$ cat src/rtl/dma_ag_pkg.sv
package dma_ag_pkg;

  typedef enum logic [1:0] {
    ACT_OTHER_A = 2'd0,
    ACT_SER_RX  = 2'd1,
    ACT_ADC_END = 2'd2,
    ACT_OTHER_B = 2'd3
  } act_src_e;

  typedef enum logic [1:0] {
    STEP_HOLD_A = 2'd0,
    STEP_UP     = 2'd1,
    STEP_DOWN   = 2'd2,
    STEP_HOLD_B = 2'd3
  } step_mode_e;

  // Memory side is destination for these triggers
  function automatic logic mem_is_dest(input logic [1:0] act);
    return (act == ACT_SER_RX) || (act == ACT_ADC_END);
  endfunction

endpackage

$ cat src/rtl/dma_mem_ptr.sv
module dma_mem_ptr #(
  parameter int ADDR_W = 24,
  parameter int BYTE_W = 8,
  localparam int NLANES = ADDR_W / BYTE_W
) (
  input  logic              clk,
  input  logic              rst,
  input  logic [NLANES-1:0] wr_lane,
  input  logic [BYTE_W-1:0] wr_data,
  input  logic              step_en,
  input  logic              step_word,
  input  logic [1:0]        step_mode,
  output logic [ADDR_W-1:0] ptr_q
);
  import dma_ag_pkg::*;

  logic [ADDR_W-1:0] delta;
  logic [ADDR_W-1:0] stepped;
  logic              any_wr;

  assign any_wr = |wr_lane;
  assign delta  = step_word ? ADDR_W'(2) : ADDR_W'(1);

  // Arithmetic is ADDR_W wide, so carries and borrows wrap here
  always_comb begin
    stepped = ptr_q;
    if (step_en) begin
      case (step_mode)
        STEP_UP:   stepped = ptr_q + delta;
        STEP_DOWN: stepped = ptr_q - delta;
        default:   stepped = ptr_q;
      endcase
    end
  end

  // No reset: contents are left to software
  for (genvar i = 0; i < NLANES; i++) begin : g_lane
    always_ff @(posedge clk) begin
      if (any_wr) begin
        if (wr_lane[i]) ptr_q[i*BYTE_W +: BYTE_W] <= wr_data;
      end else begin
        ptr_q[i*BYTE_W +: BYTE_W] <= stepped[i*BYTE_W +: BYTE_W];
      end
    end
  end

  a_r6_step_up: assert property (@(posedge clk) disable iff (rst)
    (step_en && !any_wr && step_mode == STEP_UP) |=> ptr_q == $past(ptr_q) + $past(delta));

  a_r7_step_down: assert property (@(posedge clk) disable iff (rst)
    (step_en && !any_wr && step_mode == STEP_DOWN) |=> ptr_q == $past(ptr_q) - $past(delta));

  a_r8_hold: assert property (@(posedge clk) disable iff (rst)
    (!any_wr && (step_mode == STEP_HOLD_A || step_mode == STEP_HOLD_B)) |=> $stable(ptr_q));

  a_r10_write_wins: assert property (@(posedge clk) disable iff (rst)
    (wr_lane[0] && step_en) |=> ptr_q[BYTE_W-1:0] == $past(wr_data));

endmodule

$ cat src/rtl/dma_io_reg.sv
module dma_io_reg #(
  parameter int IO_W = 8
) (
  input  logic            clk,
  input  logic            wr_en,
  input  logic [IO_W-1:0] wr_data,
  output logic [IO_W-1:0] io_q
);
  // No reset: contents are left to software
  always_ff @(posedge clk) begin
    if (wr_en) io_q <= wr_data;
  end
endmodule

$ cat src/rtl/dma_addr_route.sv
module dma_addr_route #(
  parameter int ADDR_W = 24
) (
  input  logic [1:0]        act_src,
  input  logic [ADDR_W-1:0] mem_addr,
  input  logic [ADDR_W-1:0] io_addr,
  output logic [ADDR_W-1:0] src_nxt,
  output logic [ADDR_W-1:0] dst_nxt
);
  import dma_ag_pkg::*;

  always_comb begin
    if (mem_is_dest(act_src)) begin
      src_nxt = io_addr;
      dst_nxt = mem_addr;
    end else begin
      src_nxt = mem_addr;
      dst_nxt = io_addr;
    end
  end
endmodule

$ cat src/rtl/dma_addr_gen.sv
module dma_addr_gen #(
  parameter int ADDR_W  = 24,
  parameter int BYTE_W  = 8,
  parameter int IO_W    = 8,
  parameter int CPU_AW  = 3
) (
  input  logic              clk,
  input  logic              rst,
  input  logic [CPU_AW-1:0] cpu_addr,
  input  logic              cpu_we,
  input  logic [BYTE_W-1:0] cpu_wdata,
  output logic [BYTE_W-1:0] cpu_rdata,
  input  logic [1:0]        act_src,
  input  logic              xfer_size,
  input  logic [1:0]        step_mode,
  input  logic              xfer_done,
  output logic [ADDR_W-1:0] src_addr,
  output logic [ADDR_W-1:0] dst_addr
);
  import dma_ag_pkg::*;

  localparam int NLANES  = ADDR_W / BYTE_W;
  localparam int IDX_RSV = 0;
  localparam int IDX_IO  = NLANES + 1;
  localparam int HI_W    = ADDR_W - IO_W;

  logic [NLANES-1:0] lane_wr;
  logic              io_wr;
  logic [ADDR_W-1:0] ptr_q;
  logic [IO_W-1:0]   io_q;
  logic [ADDR_W-1:0] io_full;
  logic [ADDR_W-1:0] src_nxt, dst_nxt;
  logic [BYTE_W-1:0] rd_nxt;

  // Index 1 is the most significant writable lane
  for (genvar i = 0; i < NLANES; i++) begin : g_dec
    assign lane_wr[i] = cpu_we && (int'(cpu_addr) == NLANES - i);
  end
  assign io_wr = cpu_we && (int'(cpu_addr) == IDX_IO);

  dma_mem_ptr #(.ADDR_W(ADDR_W), .BYTE_W(BYTE_W)) u_ptr (
    .clk       (clk),
    .rst       (rst),
    .wr_lane   (lane_wr),
    .wr_data   (cpu_wdata),
    .step_en   (xfer_done),
    .step_word (xfer_size),
    .step_mode (step_mode),
    .ptr_q     (ptr_q)
  );

  dma_io_reg #(.IO_W(IO_W)) u_io (
    .clk     (clk),
    .wr_en   (io_wr),
    .wr_data (cpu_wdata[IO_W-1:0]),
    .io_q    (io_q)
  );

  assign io_full = {{HI_W{1'b1}}, io_q};

  dma_addr_route #(.ADDR_W(ADDR_W)) u_route (
    .act_src  (act_src),
    .mem_addr (ptr_q),
    .io_addr  (io_full),
    .src_nxt  (src_nxt),
    .dst_nxt  (dst_nxt)
  );

  always_comb begin
    rd_nxt = '0;
    if (int'(cpu_addr) == IDX_RSV) begin
      rd_nxt = '1;
    end else if (int'(cpu_addr) == IDX_IO) begin
      rd_nxt = BYTE_W'(io_q);
    end else begin
      for (int i = 0; i < NLANES; i++) begin
        if (int'(cpu_addr) == NLANES - i) rd_nxt = ptr_q[i*BYTE_W +: BYTE_W];
      end
    end
  end

  always_ff @(posedge clk) begin
    if (rst) begin
      src_addr  <= '0;
      dst_addr  <= '0;
      cpu_rdata <= '0;
    end else begin
      src_addr  <= src_nxt;
      dst_addr  <= dst_nxt;
      cpu_rdata <= rd_nxt;
    end
  end

  a_r1_reserved_ones: assert property (@(posedge clk) disable iff (rst)
    (int'(cpu_addr) == IDX_RSV) |=> cpu_rdata == '1);

  a_r3_mem_dest: assert property (@(posedge clk) disable iff (rst)
    (act_src == ACT_SER_RX || act_src == ACT_ADC_END) |=> dst_addr == $past(ptr_q));

  a_r4_mem_src: assert property (@(posedge clk) disable iff (rst)
    (act_src == ACT_OTHER_A || act_src == ACT_OTHER_B) |=> src_addr == $past(ptr_q));

  a_r5_io_upper: assert property (@(posedge clk) disable iff (rst)
    (act_src == ACT_SER_RX) |=> src_addr[ADDR_W-1:IO_W] == '1);

  a_r12_reset_clears: assert property (@(posedge clk)
    rst |=> (src_addr == '0 && dst_addr == '0 && cpu_rdata == '0));

endmodule

$ cat config.mk
export PLATFORM = sky130hd
export DESIGN_NAME = dma_addr_gen
export DESIGN_NICKNAME = d
export VERILOG_FILES = /design/src/rtl/dma_ag_pkg.sv /design/src/rtl/dma_mem_ptr.sv /design/src/rtl/dma_io_reg.sv /design/src/rtl/dma_addr_route.sv /design/src/rtl/dma_addr_gen.sv
export SDC_FILE = /design/constraint.sdc
export NUM_CORES = 1
export LEC_CHECK = 0
export ABC_AREA = 0
export BUFFER_PORTS_ARGS = -buffer_cell sky130_fd_sc_hd__buf_2
export CAP_MARGIN = 25
export CORE_MARGIN = 4
export CORE_UTILIZATION = 42
export DETAILED_ROUTE_END_ITERATION = 6
export GPL_ROUTABILITY_DRIVEN = 0
export PLACE_DENSITY_LB_ADDON = 0.12
export SYNTH_ARGS = -nofsm -noshare
export SYNTH_HDL_FRONTEND = slang
export SYNTH_SLANG_ARGS = --single-unit
$ cat constraint.sdc
create_clock -name clk -period 7.2 [get_ports clk]
set_clock_uncertainty 0.05 [all_clocks]
set_input_delay 1.44 -clock clk [delete_from_list [all_inputs] [get_ports clk]]
set_output_delay 1.44 -clock clk [all_outputs]
set_load 0.01 [all_outputs]
==> results of run 1 <==
## synth_stat cells (all sizes together) (3+ instances only)
cell      n  share of area
mux2i     9          0.018
a21oi    54          0.055
xor2      9          0.016
ha        4          0.010
a221oi    3         0.0066
nor3      9         0.0092
o31a      5         0.0089
nor2    101          0.077
a31oi     3         0.0038
a211oi    8          0.012
nor4      4         0.0051
nand3    11          0.011
o32a      4         0.0082
o21a      3         0.0046
nand2    63          0.048
o22a      4         0.0071
o22ai     7          0.012
buf      18          0.022
dfxtp    56           0.23
nand2b    6         0.0077
o31ai     5         0.0077
o21ai    25          0.026
or3       6         0.0077
inv      15          0.011
nor2b     9          0.011
o32ai     3         0.0054
nand3b    3         0.0046
edfxtp   32           0.20
xnor2    32          0.057
or2       5         0.0064
clkbuf   35          0.027
a21boi    4         0.0061
a22o      3         0.0054
## stage by stage
step                      cell area, sq um  instances  hold WS, ns
after floorplan                       4900        587        0.451
after global placement                5290        759        0.498
after detailed placement              5290        759        0.500
after CTS                             5620        775        0.520
after global routing                  5620        775        0.573
final                                 5620        775        0.514
## worst max-delay path: stages
cell and delay (ns):
sky130_fd_sc_hd__buf_2 0.09, sky130_fd_sc_hd__inv_1 0.07, sky130_fd_sc_hd__ha_2 0.19, sky130_fd_sc_hd__inv_2 0.14
sky130_fd_sc_hd__nor2_1 0.24, sky130_fd_sc_hd__fa_1 0.35, sky130_fd_sc_hd__or3b_1 0.40, sky130_fd_sc_hd__a211o_1 0.30
sky130_fd_sc_hd__a311oi_2 0.33, sky130_fd_sc_hd__nor2_1 0.11, sky130_fd_sc_hd__xnor2_1 0.13, sky130_fd_sc_hd__mux2_2 0.25
## power by group through the flow
stage	Combinational (mW)	Sequential [mW]	Clock, mW
2_1_floorplan	0.224	0.614	0
3_3_place_gp	0.275	0.652	0
3_5_place_dp	0.279	0.654	0
4_1_cts	0.281	0.643	0.524
5_1_grt	0.312	0.651	0.543
6_report	0.279	0.646	0.515
## kinds of logic after synthesis
kind of cell             share of synthesized area
AND/OR/NAND/NOR                              0.211
adder cells (fa/ha/maj)                     0.0143
XOR/XNOR                                    0.0732
AO/OA/AOI/OAI                                0.196
buffers and inverters                       0.0602
flip-flops                                   0.425
multiplexers                                0.0207
## area by class of cell
| class | instances | area [sq um] |
|---|---|---|
| flip-flops and latches | 88 | 2080 |
| fillers | 1126 | 5800 |
| clock buffers | 12 | 278 |
| repair buffers | 82 | 428 |
| well taps | 143 | 179 |
| clock inverters | 4 | 53.8 |
| multi-input cells | 431 | 2540 |
| inverters | 15 | 56.3 |
## flip-flops by register name (all words and copies together), names as in the netlist
register     flops
src_addr        24
dst_addr        24
cpu_rdata        8
u_io.io_q        8
u_ptr.ptr_q     24
## path summary, 6_finish.rpt
path                                  from                         to  slack, ns  depth (start not counted)
setup / recovery              step_mode[0]  u_ptr.ptr_q[12]$_DFFE_PP_       3.21                         12
hold / removal      u_io.io_q[3]$_DFFE_PP_    cpu_rdata[3]$_SDFF_PP0_       0.51                          2
setup reg to reg  u_ptr.ptr_q[0]$_DFFE_PP_  u_ptr.ptr_q[12]$_DFFE_PP_       4.27                         10
hold reg to reg     u_io.io_q[3]$_DFFE_PP_    cpu_rdata[3]$_SDFF_PP0_       0.51                          2
## routing by layer
layer  up-vias  GRT usage  wire length, um
li1       2119          -                -
met1      2090      0.281             6210
met2       168      0.337             6490
met3        28     0.0345              946
met4         0      0.101              425
met5         -          0                0
==> impl_metrics.tcl, run 1 <==
set metrics [dict create \
    mappedNetlistArea_sq_mm 0.00490 \
    yosysWarningCount 0 \
    antenna_found_initial 0 \
    crit_required_ns 7.25 \
    ant_nets 0 \
    synth.ff_latch_count 88 \
    cap_viol_max_count 0 \
    critical_path.endpoint_type "flip-flop" \
    seqPwrFrac 0.448 \
    detailedPlacementHpwl_um 9720 \
    synth_enable_flop_cells 32 \
    power_density_normalized_to_cell_area_mw_per_mm2 256 \
    layout_utilization 0.492 \
    relative_max_transition_margin 0.305 \
    power.net_switching_uw 435 \
    final_min_period_over_clock_period 0.554 \
    drt_drc_violations_left 0 \
    max-clock-path-buffers 2 \
    wire_length_of_the_first_global_routing_pass_um 21800 \
    synth_fp_nets 612 \
    cts_setup_buffers 0 \
    floorplan.die.width_um 116 \
    synth_cells 587 \
    fin_tns_setup_ns 0 \
    share_comb_of_total_power 0.194 \
    portBuffers 75 \
    cts_repair_resize_count 0 \
    worst_hold_path_type "reg -> reg" \
    clk-insertion-delay-late_ns 0.35 \
    detail_route.vias_per_cell 5.68 \
    wire_per_inst_um 18.2 \
    worst_pin_slew_ns 1.04 \
    first_global_vias 4120 \
    final_nets 652 \
    pre_cts_ws_ns 2.88 \
    die_height_um 116 \
    cts_hold_repair.buffers 0 \
    worst-endpoint-arrival_ns 4.04 \
    synthToLayoutAreaGrowth_pct 14.6 \
    wirelength_um 14100 \
    seq_area_frac_synth 0.425 \
    slew_violations 0 \
    critPathMaxFanout 17 \
    power_switching_share 0.302 \
    report.final.hold_viol_count 0 \
    worst_slack_ns 3.21 \
    synth-async-reset-ratio 0 \
    grt-ovfl-total 0 \
    unrepaired_setup_endpoints_after_global_routing "false" \
    final_period_minus_worst_setup_slack_ns 3.99 \
    initial_core_util 0.429 \
    grt_start_max_net_pins 57 \
    power_leakage_nw 2.25 \
    worst_setup_path_start_kind "primary input" \
    initialDrtViolationCount 471 \
    floorplan.rows 39 \
    grt_util_all_layers 0.212 \
    inserted_diodes 0 \
    synth.distinct_cells 67 \
    outcome "finished clean" \
    clkSinkCount 88 \
    drt-pass1-iter-count 5 \
    vdd_ir_drop_max_uv 163 \
    layout_common_cells "101 x sky130_fd_sc_hd__nor2_1, 75 x sky130_fd_sc_hd__buf_2, 63 x sky130_fd_sc_hd__nand2_1" \
    tritoncts.num_buffers 9 \
    clkTransAtPathRegs_ns 0.06 \
    internal_power_component_mw 1.00 \
    die_area_sq_mm 0.0135 \
    synth-main-ff-cell "sky130_fd_sc_hd__dfxtp_1" \
    power_frac_clock 0.358 \
    layout.cells.most_common "sky130_fd_sc_hd__nor2_1" \
    final-setup-viol-count 0 \
    via_count 4405 \
    io_pins 76 \
    clock_tree.htree_level_count 3 \
    root_buffer "sky130_fd_sc_hd__clkbuf_16" \
    fmaxAchievable_mhz 251 \
    final_layout_size_suffix_gt1_frac 0.180 \
    syn-mean-instance-area_sq_um 8.35 \
    timing_worst_setup_path_type "in -> reg" \
    clock_tree_from_tritoncts "yes" \
    total_power_mw 1.44 \
    core_footprint_sq_mm 0.0114 \
]
No activity file was read; power rests on OpenSTA's default activity.
==> inputs of run 2 (changes only) <==
clock period = 3.9 ns   (was 7.2 ns; I/O delays follow)
==> run 2 against run 1 <==
Effect of this change: critical path depth rose by 1; sequential share of layout area is 0.36 points lower; via count rose by 0.43%; clock power up 77%; combinational power grew 91%; register-to-register slack got worse by 3.2 ns; hold slack gained 0.0019 ns; non-clock buffer count grew 7; count of clock-buffer cells in the layout shrank 2; routed wire length rose by 0.97%; sequential power up 84%; critical path type unchanged; critical endpoint is now u_ptr.ptr_q[16]$_DFFE_PP_.
==> impl_metrics.tcl, run 2 (synthesis results as in run 1) <==
set metrics [dict create \
    inserted_diodes 0 \
    portBuffers 75 \
    relative_max_transition_margin 0.381 \
    detailedPlacementHpwl_um 9910 \
    final_nets 659 \
    via_count 4424 \
    worst_setup_path_start_kind "primary input" \
    layout.cells.most_common "sky130_fd_sc_hd__nor2_1" \
    grt_util_all_layers 0.216 \
    drt-pass1-iter-count 5 \
    synthToLayoutAreaGrowth_pct 15.7 \
    wire_length_of_the_first_global_routing_pass_um 22100 \
    ant_nets 0 \
    die_area_sq_mm 0.0135 \
    worst_pin_slew_ns 0.928 \
    critPathMaxFanout 3 \
    initialDrtViolationCount 412 \
    antenna_found_initial 0 \
    crit_required_ns 3.95 \
    clk-insertion-delay-late_ns 0.35 \
    grt_start_max_net_pins 57 \
    worst-endpoint-arrival_ns 3.12 \
    final-seq-area_sq_mm 0.00208 \
    report.final.hold_viol_count 0 \
    cts_hold_repair.buffers 0 \
    fin_tns_setup_ns 0 \
    max-clock-path-buffers 2 \
    wire_per_inst_um 18.2 \
    core_footprint_sq_mm 0.0114 \
    slew_violations 0 \
    largestRegisters "dst_addr (24), src_addr (24), u_ptr.ptr_q (24)" \
    initial_core_util 0.429 \
    detail_route.vias_per_cell 5.66 \
    unrepaired_setup_endpoints_after_global_routing "false" \
    die_height_um 116 \
    vdd_ir_drop_max_uv 387 \
    final_min_period_over_clock_period 0.789 \
    floorplan.rows 39 \
    multiInputGateArea_sq_mm 0.00254 \
    clkSinkCount 88 \
    final_period_minus_worst_setup_slack_ns 3.08 \
    cts_repair_resize_count 0 \
    grt-ovfl-total 0 \
    root_buffer "sky130_fd_sc_hd__clkbuf_16" \
    cap_viol_max_count 0 \
    timing_worst_setup_path_type "in -> reg" \
    first_global_vias 4124 \
    floorplan.die.width_um 116 \
    clock_tree.htree_level_count 3 \
    worst_slack_ns 0.823 \
    wirelength_um 14200 \
    io_pins 76 \
    power_leakage_nw 2.28 \
    cts_setup_buffers 0 \
    clkTransAtPathRegs_ns 0.07 \
    tritoncts.num_buffers 9 \
    filler_cell_count 1105 \
    power_density_normalized_to_cell_area_mw_per_mm2 464 \
    final_layout_size_suffix_gt1_frac 0.189 \
    clock_tree_from_tritoncts "yes" \
    critical_path.endpoint_type "flip-flop" \
    layout_common_cells "101 x sky130_fd_sc_hd__nor2_1, 75 x sky130_fd_sc_hd__buf_2, 63 x sky130_fd_sc_hd__nand2_1" \
    pre_cts_ws_ns 0.481 \
    outcome "finished clean" \
    drt_drc_violations_left 0 \
    worst_hold_path_type "reg -> reg" \
    fmaxAchievable_mhz 325 \
    final-setup-viol-count 0 \
]
==> run 2: final cells by class <==
class | count | share of cell area
inverters | 15 | 0.00992
multi-input cells | 431 | 0.448
flip-flops and latches | 88 | 0.367
clock buffers | 10 | 0.0441
clock inverters | 6 | 0.0112
well taps | 143 | 0.0315
repair buffers | 89 | 0.0882
==> run 2: path summary, 6_finish.rpt <==
path / slack [ns] / endpoint / cells past startpoint / from
worst min-delay path: 0.52 / cpu_rdata[3]$_SDFF_PP0_ / 2 / u_io.io_q[3]$_DFFE_PP_
worst max register to register: 1.08 / u_ptr.ptr_q[16]$_DFFE_PP_ / 11 / u_ptr.ptr_q[0]$_DFFE_PP_
worst min register to register: 0.52 / cpu_rdata[3]$_SDFF_PP0_ / 2 / u_io.io_q[3]$_DFFE_PP_
worst max-delay path: 0.82 / u_ptr.ptr_q[16]$_DFFE_PP_ / 13 / step_mode[0]
==> run 2: per-layer routing <==
layer | global-route usage | vias to the layer above | wire length [um]
met2 | 0.352 | 143 | 6630
met5 | 0 | - | 0
met3 | 0.0512 | 20 | 892
met4 | 0.0673 | 0 | 227
met1 | 0.284 | 2123 | 6450
li1 | - | 2138 | -
==> run 2: report_power, final <==
group	internal [mW]	switching (mW)
clock network	0.537	0.377
logic	0.233	0.299
registers	1.06	0.132
==> run 2: worst max-delay path: stages <==
cell	delay (ns)
sky130_fd_sc_hd__buf_2	0.09
sky130_fd_sc_hd__inv_1	0.07
sky130_fd_sc_hd__ha_2	0.22
sky130_fd_sc_hd__inv_2	0.05
sky130_fd_sc_hd__nor2_1	0.18
sky130_fd_sc_hd__fa_1	0.22
sky130_fd_sc_hd__or3b_1	0.38
sky130_fd_sc_hd__a211o_1	0.30
sky130_fd_sc_hd__a311oi_2	0.35
sky130_fd_sc_hd__o22ai_1	0.19
sky130_fd_sc_hd__nand2_1	0.11
sky130_fd_sc_hd__xnor2_1	0.11
sky130_fd_sc_hd__a21oi_1	0.08
==> run 2: metrics by stage <==
step	instances	hold WS, ns	total power, mW	util	instance area [sq um]
6_report	782	0.516	2.63	0.497	5680
5_1_grt	782	0.560	2.76	0.497	5680
4_1_cts	782	0.519	2.65	0.497	5680
3_5_place_dp	766	0.502	1.74	0.470	5360
3_3_place_gp	765	0.502	1.72	0.468	5350
2_1_floorplan	587	0.451	1.55	-	4900
